<file path="src/rtl/cpctx_pkg.sv">
package cpctx_pkg;

  // byte offsets of the coprocessor interface registers
  localparam int OFF_RESP    = 0;
  localparam int OFF_CTRL    = 2;
  localparam int OFF_SAVE    = 4;
  localparam int OFF_RESTORE = 6;

  typedef enum logic [2:0] {
    ST_IDLE,
    ST_RST_WR,
    ST_RST_RD,
    ST_RSP_RD,
    ST_SAV_RD,
    ST_ABORT
  } seq_state_t;

endpackage

</file>
<file path="src/rtl/cpctx_bus.sv">
// Single-outstanding register access master. A new access may be launched
// in the same cycle the previous one completes.
module cpctx_bus #(
  parameter int DW = 16,
  parameter int AW = 4
) (
  input  logic          clk,
  input  logic          rst,
  input  logic          go,
  input  logic          go_we,
  input  logic [AW-1:0] go_addr,
  input  logic [DW-1:0] go_wdata,
  output logic          bus_req,
  output logic          bus_we,
  output logic [AW-1:0] bus_addr,
  output logic [DW-1:0] bus_wdata,
  input  logic          bus_ready,
  output logic          ack
);

  assign ack = bus_req & bus_ready;

  always_ff @(posedge clk) begin
    if (rst) begin
      bus_req   <= 1'b0;
      bus_we    <= 1'b0;
      bus_addr  <= '0;
      bus_wdata <= '0;
    end else if (go) begin
      bus_req   <= 1'b1;
      bus_we    <= go_we;
      bus_addr  <= go_addr;
      bus_wdata <= go_wdata;
    end else if (ack) begin
      bus_req   <= 1'b0;
      bus_we    <= 1'b0;
    end
  end

endmodule

</file>
<file path="src/rtl/cpctx_decode.sv">
// Classifies a register word as a format code (low field) and as a
// response primitive (high field).
module cpctx_decode #(
  parameter int          DW          = 16,
  parameter int          FW          = 8,
  parameter logic [FW-1:0] FMT_INVALID = 8'h1F,
  parameter logic [FW-1:0] PRIM_DONE   = 8'h08,
  parameter logic [FW-1:0] PRIM_BUSY   = 8'h09
) (
  input  logic [DW-1:0] word,
  output logic          fmt_bad,
  output logic          prim_done,
  output logic          prim_busy,
  output logic          prim_bad
);

  logic [FW-1:0] prim;

  assign prim      = word[DW-1 -: FW];
  assign fmt_bad   = (word[FW-1:0] == FMT_INVALID);
  assign prim_done = (prim == PRIM_DONE);
  assign prim_busy = (prim == PRIM_BUSY);
  assign prim_bad  = !prim_done && !prim_busy;

endmodule

</file>
<file path="src/rtl/cpctx_seq.sv">
module cpctx_seq #(
  parameter int              DW          = 16,
  parameter int              AW          = 4,
  parameter int              FW          = 8,
  parameter int              VW          = 8,
  parameter int              TW          = 4,
  parameter logic [FW-1:0]   FMT_INVALID = 8'h1F,
  parameter logic [FW-1:0]   PRIM_DONE   = 8'h08,
  parameter logic [FW-1:0]   PRIM_BUSY   = 8'h09,
  parameter logic [DW-1:0]   ABORT_MASK  = 16'h0002,
  parameter logic [VW-1:0]   FMT_VEC     = 8'd14,
  parameter logic [VW-1:0]   PROTO_VEC   = 8'd13,
  parameter logic [TW-1:0]   FRAME_PRE4  = 4'h0
) (
  input  logic          clk,
  input  logic          rst,
  input  logic          start_save,
  input  logic          start_restore,
  input  logic [DW-1:0] restore_word,
  output logic          bus_req,
  output logic          bus_we,
  output logic [AW-1:0] bus_addr,
  output logic [DW-1:0] bus_wdata,
  input  logic          bus_ready,
  input  logic [DW-1:0] bus_rdata,
  output logic          done,
  output logic [FW-1:0] save_fmt,
  output logic          exc_req,
  output logic [VW-1:0] exc_vector,
  output logic [TW-1:0] frame_type,
  output logic          proto_viol
);

  import cpctx_pkg::*;

  localparam logic [AW-1:0] A_RESP    = AW'(OFF_RESP);
  localparam logic [AW-1:0] A_CTRL    = AW'(OFF_CTRL);
  localparam logic [AW-1:0] A_SAVE    = AW'(OFF_SAVE);
  localparam logic [AW-1:0] A_RESTORE = AW'(OFF_RESTORE);

  seq_state_t    state, nxt;
  logic          go, go_we;
  logic [AW-1:0] go_addr;
  logic [DW-1:0] go_wdata;
  logic          ack;
  logic          fmt_bad, prim_done, prim_busy, prim_bad;
  logic          fin_ok, fin_save, raise_proto, raise_exc;
  logic          pend_proto;

  cpctx_bus #(.DW(DW), .AW(AW)) u_bus (
    .clk       (clk),
    .rst       (rst),
    .go        (go),
    .go_we     (go_we),
    .go_addr   (go_addr),
    .go_wdata  (go_wdata),
    .bus_req   (bus_req),
    .bus_we    (bus_we),
    .bus_addr  (bus_addr),
    .bus_wdata (bus_wdata),
    .bus_ready (bus_ready),
    .ack       (ack)
  );

  cpctx_decode #(
    .DW(DW), .FW(FW), .FMT_INVALID(FMT_INVALID),
    .PRIM_DONE(PRIM_DONE), .PRIM_BUSY(PRIM_BUSY)
  ) u_dec (
    .word      (bus_rdata),
    .fmt_bad   (fmt_bad),
    .prim_done (prim_done),
    .prim_busy (prim_busy),
    .prim_bad  (prim_bad)
  );

  always_comb begin
    nxt         = state;
    go          = 1'b0;
    go_we       = 1'b0;
    go_addr     = A_RESP;
    go_wdata    = '0;
    fin_ok      = 1'b0;
    fin_save    = 1'b0;
    raise_proto = 1'b0;
    raise_exc   = 1'b0;
    case (state)
      ST_IDLE: begin
        if (start_restore) begin
          go       = 1'b1;
          go_we    = 1'b1;
          go_addr  = A_RESTORE;
          go_wdata = restore_word;
          nxt      = ST_RST_WR;
        end else if (start_save) begin
          go      = 1'b1;
          go_addr = A_SAVE;
          nxt     = ST_SAV_RD;
        end
      end
      ST_RST_WR: begin
        if (ack) begin
          go      = 1'b1;
          go_addr = A_RESTORE;
          nxt     = ST_RST_RD;
        end
      end
      ST_RST_RD: begin
        if (ack) begin
          go = 1'b1;
          if (fmt_bad) begin
            go_we    = 1'b1;
            go_addr  = A_CTRL;
            go_wdata = ABORT_MASK;
            nxt      = ST_ABORT;
          end else begin
            go_addr = A_RESP;
            nxt     = ST_RSP_RD;
          end
        end
      end
      ST_RSP_RD: begin
        if (ack) begin
          if (prim_done) begin
            fin_ok = 1'b1;
            nxt    = ST_IDLE;
          end else if (prim_busy) begin
            go      = 1'b1;
            go_addr = A_RESP;
          end else if (prim_bad) begin
            raise_proto = 1'b1;
            go          = 1'b1;
            go_we       = 1'b1;
            go_addr     = A_CTRL;
            go_wdata    = ABORT_MASK;
            nxt         = ST_ABORT;
          end
        end
      end
      ST_SAV_RD: begin
        if (ack) begin
          if (fmt_bad) begin
            go       = 1'b1;
            go_we    = 1'b1;
            go_addr  = A_CTRL;
            go_wdata = ABORT_MASK;
            nxt      = ST_ABORT;
          end else begin
            fin_save = 1'b1;
            nxt      = ST_IDLE;
          end
        end
      end
      ST_ABORT: begin
        if (ack) begin
          raise_exc = 1'b1;
          nxt       = ST_IDLE;
        end
      end
      default: nxt = ST_IDLE;
    endcase
  end

  always_ff @(posedge clk) begin
    if (rst) begin
      state      <= ST_IDLE;
      pend_proto <= 1'b0;
      done       <= 1'b0;
      exc_req    <= 1'b0;
      proto_viol <= 1'b0;
      exc_vector <= '0;
      frame_type <= '0;
      save_fmt   <= '0;
    end else begin
      state      <= nxt;
      done       <= fin_ok | fin_save;
      exc_req    <= raise_exc;
      proto_viol <= raise_proto;
      if (go && nxt == ST_ABORT)
        pend_proto <= raise_proto;
      if (raise_exc) begin
        exc_vector <= pend_proto ? PROTO_VEC : FMT_VEC;
        frame_type <= FRAME_PRE4;
      end
      if (fin_save)
        save_fmt <= bus_rdata[FW-1:0];
    end
  end

endmodule

</file>
<file path="config.mk">
export PLATFORM = sky130hd
export DESIGN_NAME = cpctx_seq
export DESIGN_NICKNAME = d
export VERILOG_FILES = /design/src/rtl/cpctx_pkg.sv /design/src/rtl/cpctx_bus.sv /design/src/rtl/cpctx_decode.sv /design/src/rtl/cpctx_seq.sv
export SDC_FILE = /design/constraint.sdc
export NUM_CORES = 1
export LEC_CHECK = 0
export BUFFER_PORTS_ARGS = -buffer_cell sky130_fd_sc_hd__buf_2
export CAP_MARGIN = 20
export CELL_PAD_IN_SITES_DETAIL_PLACEMENT = 2
export CELL_PAD_IN_SITES_GLOBAL_PLACEMENT = 2
export CORE_MARGIN = 2
export CORE_UTILIZATION = 27
export DETAILED_ROUTE_END_ITERATION = 16
export PLACE_DENSITY = 0.79
export SLEW_MARGIN = 20
export SYNTH_ARGS = -nofsm -noshare
export SYNTH_HDL_FRONTEND = slang
export SYNTH_SLANG_ARGS = --single-unit
export TNS_END_PERCENT = 50
</file>
<file path="constraint.sdc">
create_clock -name clk -period 4.3 [get_ports clk]
set_input_delay 0.645 -clock clk [delete_from_list [all_inputs] [get_ports clk]]
set_output_delay 0.645 -clock clk [all_outputs]
set_load 0.01 [all_outputs]
</file>
# Word level (Yosys, flattened, before mapping)
# Index checks and enable logic that the tools add are counted.
op_classes:
  mux: 58
  n_reduce_logical: 8
  bitwise: 2
  n_eq_ne: 9
op_table:
  columns: ["op", "count"]
  rows:
  - ["16-bit case mux with 3 select lines", 1]
  - ["3-bit 2-to-1 mux", 15]
  - ["2-bit 2-to-1 mux", 13]
  - ["1-bit 2-to-1 mux", 24]
  - ["3-bit case mux with 6 select lines", 1]
  - ["8-bit by 4-bit == test with 1-bit output (second input constant)", 2]
  - ["16-bit 2-to-1 mux", 1]
  - ["3-bit case mux with 4 select lines", 1]
  - ["3-bit == test (second input constant)", 3]
  - ["8-bit by 5-bit == test with 1-bit output (second input constant)", 1]
  - ["3-bit by 2-bit == test with 1-bit output (second input constant)", 2]
  - ["1-bit case mux with 4 select lines", 1]
  - ["2-bit OR reduction", 2]
  - ["3-bit by 1-bit == test with 1-bit output (second input constant)", 1]
  - ["3-bit logical NOT", 1]
  - ["1-bit case mux with 3 select lines", 1]
  - ["1-bit logical AND", 2]
  - ["1-bit logical NOT", 2]
  - ["2-bit nonzero test", 1]
  - ["1-bit AND", 1]
  - ["1-bit bitwise OR", 1]
totals:
  word_cells: 88
  reg_bits: 45
  inputBits: 37
  output_inout_bits: 45

# Longest topological paths before layout
depth:
  word_depth: 10
  depth_mapped: 6
  ltp_nobuf: 5

# Cells and area by module
# From an unflattened synthesis, not the netlist that was laid out.
hier_totals:
  cells_unflattened: 211
  hier_area_um2: 1896.8
by_module_without_submodules:
  columns: ["mod", "cells_per_inst", "instances", "seq_area_each_um2", "area_each_um2"]
  rows:
  - ["cpctx_seq", 129, 1, 360.3, 1053.5]
  - ["cpctx_bus", 74, 1, 440.4, 785.8]
  - ["cpctx_decode", 8, 1, 0.0, 57.6]

# Worst setup path after synthesis
# OpenSTA, ideal clock, no wires.
synth_timing:
  path_kind: "in2reg"
  from: "in bus_rdata[10]"
  to: "reg u_bus.bus_addr[1]"
  path_stages: 5
  arrival_ns: 1.978
  n_path_buf: 0
  required_time_ns: 4.186
  setup_time_ns: 0.114
  path_slack_ns: 2.208
  path_cell_list: "or4b_4 o2111ai_2 a21boi_1 a31oi_1 a21o_1"
synth_between:
  elab_chain_len: 8
  word_cells_on_any_way: 15
  classes_between: "2 x eq/ne; 10 x mux; 3 x reduce/logical"
synth_lines:
  columns: ["item", "line", "rtl"]
  rows:
  - ["start: declaration", "cpctx_seq.sv:25", "input logic [DW-1:0] bus_rdata,"]
  - ["8-bit by 4-bit == test with 1-bit output, on equally long branches", "cpctx_decode.sv:21, cpctx_decode.sv:22", null]
  - ["1-bit logical NOT", "cpctx_decode.sv:23", "assign prim_bad = !prim_done && !prim_busy;"]
  - ["1-bit logical AND", "cpctx_decode.sv:23", null]
  - ["2-bit 2-to-1 mux / 1-bit 2-to-1 mux (equally long branches)", "cpctx_seq.sv:129", "end else if (prim_bad) begin"]
  - ["2-bit 2-to-1 mux / 1-bit 2-to-1 mux (equally long branches)", "cpctx_seq.sv:126", "end else if (prim_busy) begin"]
  - ["2-bit 2-to-1 mux / 1-bit 2-to-1 mux (equally long branches)", "cpctx_seq.sv:123", "if (prim_done) begin"]
  - ["2-bit 2-to-1 mux / 1-bit 2-to-1 mux (equally long branches)", "cpctx_seq.sv:122", "if (ack) begin"]
  - ["3-bit case mux with 4 select lines / 1-bit case mux with 4 select lines (equally long branches)", "cpctx_seq.sv:86", "case (state)"]
  - ["end signal: assignment", "cpctx_bus.sv:32", "bus_addr <= go_addr;"]
  - ["end: declaration", "cpctx_bus.sv:15", "output logic [AW-1:0] bus_addr,"]
# Several ways; a longest one is shown, not always the timed one.
# A chain may end at the register's enable or synchronous reset.

# Final worst setup path
layout_timing:
  from: "in bus_rdata[15]"
  to: "reg u_bus.bus_wdata[13]"
layout_between:
  elab_chain_len: 8
  word_cells_on_any_way: 10
  classes_between: "2 x eq/ne; 5 x mux; 3 x reduce/logical"
layout_lines:
  columns: ["item", "line", "rtl"]
  rows:
  - ["8-bit by 4-bit == test with 1-bit output, on equally long branches", "cpctx_decode.sv:21, cpctx_decode.sv:22", null]
  - ["1-bit logical NOT", "cpctx_decode.sv:23", null]
  - ["1-bit logical AND", "cpctx_decode.sv:23", null]
  - ["1-bit 2-to-1 mux", "cpctx_seq.sv:129", null]
  - ["1-bit 2-to-1 mux", "cpctx_seq.sv:126", null]
  - ["1-bit 2-to-1 mux *", "cpctx_seq.sv:123", null]
  - ["1-bit 2-to-1 mux *", "cpctx_seq.sv:122", null]
  - ["1-bit case mux with 4 select lines *", "cpctx_seq.sv:86", null]
  - ["end signal: assignment", "cpctx_bus.sv:33", "bus_wdata <= go_wdata;"]
  - ["end: declaration", "cpctx_bus.sv:16", "output logic [DW-1:0] bus_wdata,"]
# Every way passes the cells marked *; elsewhere a longest branch is shown, timed or not.

==> results.cfg <==
[run_status]
status = finished clean

[floorplan]
die_y_um = 81.4
core_area_um2 = 5850
die_w_um = 81.4
rows = 28
dieArea_um2 = 6630
ios = 82
initial_core_util = 0.277

[critical_path]
path_class = input port to register
cp.required_ns = 4.53
reg2reg_depth = 5
critPathSlowestCell = nor4_4
critPathCaptureType = register
worstPathMaxFanout = 17
critPathMaxStageDelay_ns = 0.67
cp-start-kind = input port
arrival_ns = 2.49
cp_cell_sequence = buf_2 > or4_1 > nor2_4 > a211oi_2 > nor4_4 > a22o_1

[sta]
maxSlewViolCount = 0
finClkSkew_ns = 0.00706
rsz0062_at_grt = no
finalSetupTns_ns = 0
fmax_mhz = 442
hold_viol_final = 0
fin_crit_sh = 0.526
relSlewSlack = 0.339
finalSetupViolCount = 0
worst_pin_slew_ns = 0.988
timing.final.crit_period_ns = 2.26

[synth]
synth_most_common_cell = dfxtp_1
synth_top_area_frac = 0.470
syn_area_per_cell_um2 = 9.81
yosys.area.top_type = dfxtp_1
synth_edf_count = 0
ys_ff_latch = 38
synth_cell_types = 39
synth_area_leaders = dfxtp_1, a22o_1, mux2i_1
ys.flop_type = dfxtp_1
ys_seq_area_frac = 0.470
synthTopCellsByCount = dfxtp_1, nor2_1, a22o_1
synth_warnings = 0
async_reset_ff_frac = 0
synth_area_um2 = 1620
syn-instance-count = 165

[route]
via_count = 1461
dr.first_iter.drc_count = 95
ant_nets = 0
drcViolationCount = 0
wire_per_inst_um = 15.0
first_pass_iters = 4
wl_mm = 4.65
via_per_inst = 4.71

[clock_network]
cts_hold_buffers = 0
cts_buffer_depth = 2
cts_tree = built
clk_pin_slew_ns = 0.07
htree_levels = 2
cts_inserted_buffers = 5
cts_num_sinks = 38
ctsResizeCount = 0
insertion_delay_ns = 0.29
root_buffer = clkbuf_8
postCtsSetupRepairBufs = 0

[global_route]
grt.met3_usage = 0.0374
antenna_found_initial = 0
grt-ovfl-total = 0
track_usage = 0.144
grt_pass1_wl_mm = 7.31
busiest_layer = met2
met2_usage = 0.246
grt_max_degree = 26
grt_pass1_vias = 1516
met1_usage = 0.179

[cells_and_area]
area_growth_pct = 28.6
fillCellCount = 683
diodes = 0
nets = 271
drive_above_1_share = 0.383
stdcell_count = 310

[power_and_ir_drop]
pwr-share-seq = 0.499
leakage_nw = 0.956
pwr-share-comb = 0.180
switching_share = 0.287
p_switching_mw = 0.230
intPower_mw = 0.569
ir_drop_mv = 0.144
clock_power_share = 0.321
power_mw = 0.799
p_per_area_nw_per_um2 = 384

[run]
maxCapViolations = 0

[place]
io_buffers = 71
dp.cells = 302
dpl.hpwl_mm = 3.61
globalplace.congestion = 0.800

[worst_hold_path]
hold_class = register to register
hold_depth = 1
==> worst max-delay path, delay by kind of cell <==
kind	cells	cell delay, ns
and+or+nand+nor	3	1.39
AOI/OAI and AO/OA	2	0.34
buffers and inverters	1	0.10
==> routing by layer <==
| metal | vias to the layer above | part of all wire |
|---|---|---|
| met5 | - | 0 |
| met2 | 51 | 0.50 |
| met4 | 0 | 0.0069 |
| met3 | 2 | 0.063 |
| li1 | 710 | - |
| met1 | 698 | 0.43 |
==> power groups by stage <==
stage | combinational (mW) | clock (mW) | sequential [mW]
floorplan | 0.0915 | 0 | 0.409
global placement | 0.142 | 0 | 0.407
detailed placement | 0.146 | 0 | 0.407
CTS | 0.147 | 0.269 | 0.399
global route | 0.161 | 0.285 | 0.402
finish | 0.144 | 0.257 | 0.398
==> flip-flops by register name, indices dropped and copies added (netlist names) <==
name	flops
state	3
u_bus.bus_addr	2
save_fmt	8
exc_req	1
u_bus.bus_wdata	16
u_bus.bus_req	1
proto_viol	1
exc_vector	3
u_bus.bus_we	1
pend_proto	1
done	1
==> layout make-up <==
| type | instances | area [um^2] | share of cell area |
|---|---|---|---|
| Multi-Input combinational cell | 113 | 754 | 0.362 |
| Sequential cell | 38 | 761 | 0.365 |
| Inverter | 4 | 15.0 | 0.00721 |
| Timing Repair Buffer | 72 | 363 | 0.174 |
| Clock buffer | 6 | 82.6 | 0.0397 |
| Tap cell | 75 | 93.8 | 0.0451 |
| Clock inverter | 2 | 12.5 | 0.00601 |
==> kinds of logic (layout without fill, tap and decap cells) <==
| logic type | Yosys count | in the layout | share of synthesized area |
|---|---|---|---|
| compound gates | 43 | 43 | 0.202 |
| buf+inv | 23 | 84 | 0.0850 |
| flops | 38 | 38 | 0.470 |
| mux | 9 | 9 | 0.0556 |
| other cells | 1 | 10 | 0.00232 |
| simple gates | 51 | 51 | 0.185 |
==> layout by cell type (no fill, tap or decap), types with 2 or more instances in the layout <==
cell	instances
a21o_1	2
a21oi_1	8
a22o_1	15
a31oi_1	5
buf_2	71
clkbuf_8	6
conb_1	10
dfxtp_1	38
inv_1	4
mux2i_1	9
nand2_1	6
nand2b_1	3
nand3b_1	4
nand4b_1	2
nor2_1	21
nor3_1	3
o21ai_0	4
or2_2	2
==> path summary, 6_finish.rpt <==
check | end | slack, ns | start
worst max-delay path | u_bus.bus_wdata[13] | 2.04 | bus_rdata[15]
worst min-delay path | u_bus.bus_addr[1] | 0.45 | u_bus.bus_addr[1]
worst max register to register | u_bus.bus_wdata[13] | 2.25 | u_bus.bus_req
worst min register to register | u_bus.bus_addr[1] | 0.45 | u_bus.bus_addr[1]
==> through the flow <==
stage	util	hold WS, ns	worst slack (ns)	instance area (um^2)
floorplan	-	0.474	2.21	1650
CTS	0.356	0.461	2.01	2080
global placement	0.340	0.431	1.76	1990
global route	0.356	0.484	1.93	2080
finish	0.356	0.455	2.04	2080
detailed placement	0.340	0.442	1.70	1990
Power figures use the tool's default switching activity.
